### src/rtl/lwake_pkg.sv
package lwake_pkg;

    // Wake-up controller states
    typedef enum logic [1:0] {
        WK_OFF  = 2'd0,
        WK_HIGH = 2'd1,
        WK_LOW  = 2'd2
    } wk_state_e;

endpackage

### src/rtl/lwake_qual.sv
// Combines raw condition inputs into the qualified terms the controller uses.
module lwake_qual (
    input  logic lps_ok_i,
    input  logic lctrl_i,
    input  logic linkon_pulse_i,
    input  logic phy_irq_i,
    input  logic irq_wake_en_i,
    input  logic bus_reset_i,
    output logic link_awake_o,
    output logic wake_event_o,
    output logic irq_hold_o,
    output logic clear_req_o
);

    always_comb begin
        link_awake_o = lps_ok_i & lctrl_i;
        irq_hold_o   = phy_irq_i & irq_wake_en_i;
        wake_event_o = linkon_pulse_i | irq_hold_o;
        clear_req_o  = bus_reset_i & ~irq_hold_o;
    end

endmodule

### src/rtl/lwake_halfcnt.sv
// Half-period counter: restarts on every phase change, flags the last cycle of a half.
module lwake_halfcnt #(
    parameter int HALF_CYCLES = 4
) (
    input  logic clk,
    input  logic rst_n,
    input  logic restart_i,
    output logic half_done_o
);

    localparam int CW = (HALF_CYCLES > 1) ? $clog2(HALF_CYCLES) : 1;
    localparam logic [CW-1:0] LAST = CW'(HALF_CYCLES - 1);

    logic [CW-1:0] cnt_q;

    always_ff @(posedge clk or negedge rst_n) begin
        if (!rst_n) begin
            cnt_q <= '0;
        end else if (restart_i) begin
            cnt_q <= '0;
        end else if (cnt_q == LAST) begin
            cnt_q <= '0;
        end else begin
            cnt_q <= cnt_q + 1'b1;
        end
    end

    assign half_done_o = (cnt_q == LAST);

endmodule

### src/rtl/lwake_fsm.sv
// Wake-up controller state machine.
module lwake_fsm
    import lwake_pkg::*;
(
    input  logic clk,
    input  logic rst_n,
    input  logic link_awake_i,
    input  logic wake_event_i,
    input  logic clear_req_i,
    input  logic half_done_i,
    output logic restart_o,
    output logic wake_on_o,
    output logic wake_o
);

    wk_state_e state_q;
    wk_state_e state_n;
    logic      keep_on;

    // Decide whether the indication is on for the next cycle.
    always_comb begin
        keep_on = ~link_awake_i &
                  (wake_event_i | ((state_q != WK_OFF) & ~clear_req_i));
    end

    // Next-state logic: start, fall, rise, stop.
    always_comb begin
        state_n = state_q;
        unique case (state_q)
            WK_OFF: begin
                if (keep_on) state_n = WK_HIGH;          // start
            end
            WK_HIGH: begin
                if (!keep_on)         state_n = WK_OFF;  // stop
                else if (half_done_i) state_n = WK_LOW;  // fall
            end
            WK_LOW: begin
                if (!keep_on)         state_n = WK_OFF;  // stop
                else if (half_done_i) state_n = WK_HIGH; // rise
            end
            default: state_n = WK_OFF;
        endcase
    end

    // State register
    always_ff @(posedge clk or negedge rst_n) begin
        if (!rst_n) state_q <= WK_OFF;
        else        state_q <= state_n;
    end

    // Outputs
    always_comb begin
        restart_o = (state_n != state_q);
        wake_on_o = (state_q != WK_OFF);
        wake_o    = (state_q == WK_HIGH);
    end

endmodule

### src/rtl/link_wake_gen.sv
// Link wake-up signal generator (top).
module link_wake_gen #(
    parameter int HALF_CYCLES = 4
) (
    input  logic clk,
    input  logic rst_n,
    input  logic lps_ok_i,
    input  logic lctrl_i,
    input  logic linkon_pulse_i,
    input  logic phy_irq_i,
    input  logic irq_wake_en_i,
    input  logic bus_reset_i,
    output logic wake_o
);

    logic link_awake;
    logic wake_event;
    logic irq_hold;
    logic clear_req;
    logic half_done;
    logic restart;
    logic wake_on;

    lwake_qual qual_i (
        .lps_ok_i       (lps_ok_i),
        .lctrl_i        (lctrl_i),
        .linkon_pulse_i (linkon_pulse_i),
        .phy_irq_i      (phy_irq_i),
        .irq_wake_en_i  (irq_wake_en_i),
        .bus_reset_i    (bus_reset_i),
        .link_awake_o   (link_awake),
        .wake_event_o   (wake_event),
        .irq_hold_o     (irq_hold),
        .clear_req_o    (clear_req)
    );

    lwake_halfcnt #(
        .HALF_CYCLES (HALF_CYCLES)
    ) halfcnt_i (
        .clk         (clk),
        .rst_n       (rst_n),
        .restart_i   (restart),
        .half_done_o (half_done)
    );

    lwake_fsm fsm_i (
        .clk          (clk),
        .rst_n        (rst_n),
        .link_awake_i (link_awake),
        .wake_event_i (wake_event),
        .clear_req_i  (clear_req),
        .half_done_i  (half_done),
        .restart_o    (restart),
        .wake_on_o    (wake_on),
        .wake_o       (wake_o)
    );

endmodule

### config.mk
export PLATFORM = sky130hd
export DESIGN_NAME = link_wake_gen
export DESIGN_NICKNAME = d
export VERILOG_FILES = /design/src/rtl/lwake_pkg.sv /design/src/rtl/lwake_qual.sv /design/src/rtl/lwake_halfcnt.sv /design/src/rtl/lwake_fsm.sv /design/src/rtl/link_wake_gen.sv
export SDC_FILE = /design/constraint.sdc
export NUM_CORES = 1
export LEC_CHECK = 0
export CAP_MARGIN = 20
export CORE_AREA = 3 3 40 42
export CTS_CLUSTER_DIAMETER = 60
export DETAILED_ROUTE_END_ITERATION = 7
export DIE_AREA = 0 0 43 45
export GPL_ROUTABILITY_DRIVEN = 0
export PLACE_DENSITY = 0.48
export SYNTH_ARGS = -nofsm -noshare
export SYNTH_HDL_FRONTEND = slang
export SYNTH_SLANG_ARGS = --single-unit
### constraint.sdc
create_clock -name clk -period 1.3 [get_ports clk]
set_input_delay 0.26 -clock clk [delete_from_list [all_inputs] [get_ports clk]]
set_output_delay 0.26 -clock clk [all_outputs]
set_load 0.01 [all_outputs]
==> run metrics, run 1 <==
I/O Buffers 8; Critical Path RT around 1.0 ns; number of global-route vias before repair approximately 240; time the worst path needs with I/O delays and setup between 1 and 1.5 ns; synthesized flop and latch total 4; total power around 0.55 mW; DIE WIDTH roughly 43 um; wirelength, routed 572 um; setup repair bufs after CTS 0; average size of a mapped cell approximately 9 um2; first-pass GRT wire length ~860 um; largest family of logic cells by synthesized area compound AO/OA/AOI/OAI gates; cell area reported after detailed placement 372.9 um2; count of yosys warnings during synthesis 0; simple-gate share of the synthesized area 0.1951; Detail Route Antenna Nets 0; initial antenna violation count 0; share of final-layout standard cells stronger than drive strength 1 0.1667; routed vias/inst 4.719; routed length per placed instance 10.04 um; vias after detailed routing 269; main area contributors after synthesis dfrtp_1 39%, o21ai_0 7.8%, a21oi_1 5.9%; critical path peak fanout 2; Area Growth Syn to Fin 54.63%; worst-case clock buffer depth 2; number of nets produced by synthesis 38; setup slack after layout 0.05299 ns; number of max-slew violations in the final report 0; slew of the pin with the lowest slew margin roughly 0.24 ns; clock transition at the registers of the reported paths 0.04 ns; critical path data arrival time 0.99 ns; start-to-end type of the worst setup path register to primary output; Min-Delay Path Class input port to asynchronous set/reset pin; maximum resistive drop on vdd between 0.0002 and 0.00025 V; Die ar. approximately 1900 um2; Post-layout nets 53; area of the core region roughly 1300 um2; multiplexer area fraction after synthesis 0; internal reg-to-reg setup slack approximately 0.080 ns; Rel. slew slack 0.8403; hold-fix buffer count after cts 0; gate count of the mapped netlist 29; estimated wirelength of the detail-placed design between 400 and 500 um; fraction of the cycle the final worst path needs 0.9592; DRC violation count after routing 0; number of top-level design ports 9; clock buffers created by TritonCTS 3; summed instance area of the synthesized netlist approximately 260 um2; Leak Pwr around 0.17 nW; global route overflow 0; count of unique library cells instantiated by Yosys 19; share of synthesized cell area in full adder, half adder and majority cells 0.04878; terminus of the critical flop-to-flop path halfcnt_i.cnt_q[1]; detailed-router iteration count before antenna repair 4; num rows 13; RSZ-0062 raised after global routing false; Total Routing Usage GR 0.06025; Synth Area in XOR/XNOR 0.03415; worst r2r path cells 3; area leader, netlist dfrtp_1; post-synth top area share 0.3902; Initial Util 0.1996; EDFF count, synth 0; clock tree from TritonCTS built; Root Driver clkbuf_4; final instance area between 300 and 400 um2; DRT iter0 DRCs 12; depth of the CTS H-tree 1; async set-reset flop share out of synthesis 1.000; number of sinks driven by the clock tree 4; die extent in y about 45 um; crit end category primary output; Worst setup SP type register; number of maximum-capacitance constraint violations 0; share of the synthesized area in compound gates (AO/OA/AOI/OAI) 0.2976; final count of hold timing violations 0; reg2reg start halfcnt_i.cnt_q[0]; Cell Pwr Density approximately 1400 nW/um2; sequential-to-total area share from yosys stat 0.3902; largest net degree at the start of global routing 8; worst setup timing slack at the placement stage -0.1560 ns; most used flip-flop cell after synthesis dfrtp_1; maximum clock skew at final layout between 0.002 and 0.003 ns; outcome finished clean; Inserted Diodes 0; number of setup violations in the final report 0; Max Clk Rate 801.9 MHz; clock latency on the worst-skew pair around 0.23 ns; final hold slack 0.2197 ns
[cells in the mapped netlist, types with 2 or more instances]
| cell type | instances |
|---|---|
| a21oi_1 | 3 |
| and2_1 | 2 |
| dfrtp_1 | 4 |
| nand2_1 | 2 |
| o21ai_0 | 4 |
[where the power goes]
group / internal [mW] / switching [mW] / total, mW
Sequential: 0.162 / 0.0165 / 0.178
Combinational: 0.117 / 0.104 / 0.221
Clock: 0.103 / 0.0493 / 0.152
Total: 0.382 / 0.170 / 0.552
[final cells by class]
type,count,area (um2)
timing repair buffer,11,101.3
inverter,1,3.754
clock buffer,3,22.52
fill,133,888.4
sequential,4,100.1
tap,15,18.77
multi-input combinational,23,150.1
[layer usage]
layer  GRT usage  routed length [um]  vias to the layer above
li1            -                   -                      133
met1     0.05134                 223                      131
met2      0.1257                 322                        3
met3           0                   6                        2
met4     0.05422                  19                        0
met5           0                   0                        -
[timing repair]
action / in CTS / in global routing
pin swaps: 0 / 0
setup endpoints to repair: 1 / 1
resized for setup: 1 / 1
endpoints found under the hold margin: 0 / 0
[layout by cell type, fill, tap and decap left out]
| master | n |
|---|---|
| o21ai_1 | 1 |
| o2111a_1 | 1 |
| o21ai_0 | 4 |
| dfrtp_1 | 4 |
| or3b_1 | 1 |
| a21o_1 | 1 |
| ha_2 | 1 |
| nor2_1 | 1 |
| nand2_1 | 2 |
| or3_1 | 1 |
| clkdlybuf4s50_1 | 7 |
| xnor2_1 | 1 |
| a211oi_1 | 1 |
| and2_1 | 2 |
| buf_4 | 3 |
| inv_1 | 1 |
| nor2b_1 | 1 |
| nand3_1 | 1 |
| clkbuf_4 | 3 |
| a21oi_1 | 3 |
| o211a_1 | 1 |
| dlygate4sd2_1 | 1 |
[logic make-up after synthesis]
kind of cell             Yosys count
buffers and inverters              2
adder cells (fa/ha/maj)            1
flip-flops                         4
AND/OR/NAND/NOR                    9
XOR/XNOR                           1
AO/OA/AOI/OAI                     12
[how the worst max path moves through the flow]
stage | cells after the start | slack (ns) | end | from
after detailed placement | 4 | -0.16 | halfcnt_i.cnt_q[1] | lps_ok_i
after CTS | 3 | 0.04 | halfcnt_i.cnt_q[1] | halfcnt_i.cnt_q[0]
final | 2 | 0.05 | wake_o | fsm_i.state_q[0]
after global routing | 2 | 0.007 | wake_o | fsm_i.state_q[1]
after floorplan | 4 | 0.13 | fsm_i.state_q[1] | halfcnt_i.cnt_q[0]
after global placement | 4 | -0.16 | halfcnt_i.cnt_q[1] | lps_ok_i
[worst max-delay path, cell delays in order (launching register included)]
cell and delay [ns]:
dfrtp_1 0.36, nor2b_1 0.12, dlygate4sd2_1 0.27
[metrics by stage]
step / setup TNS (ns) / utilization / instances
after floorplan: 0 / - / 29
after global placement: -0.2395 / 0.2902 / 54
after detailed placement: -0.2341 / 0.2902 / 54
after CTS: 0 / 0.3067 / 57
after global routing: 0 / 0.3087 / 57
final: 0 / 0.3087 / 57
[state kept, by name (all words and copies together) (netlist names)]
| register | cells |
|---|---|
| fsm_i.state_q | 2 |
| halfcnt_i.cnt_q | 2 |
Power figures use the tool's default switching activity.
==> run 2, diff against run 1 <==
--- a/config.mk
+++ b/config.mk
@@ -11,6 +11,7 @@
 export DETAILED_ROUTE_END_ITERATION = 7
 export DIE_AREA = 0 0 43 45
 export GPL_ROUTABILITY_DRIVEN = 0
+export HOLD_SLACK_MARGIN = 0.12
 export PLACE_DENSITY = 0.48
 export SYNTH_ARGS = -nofsm -noshare
 export SYNTH_HDL_FRONTEND = slang
==> results of run 2 <==
The final DEF is identical to that of run 1; final timing and power are the same.
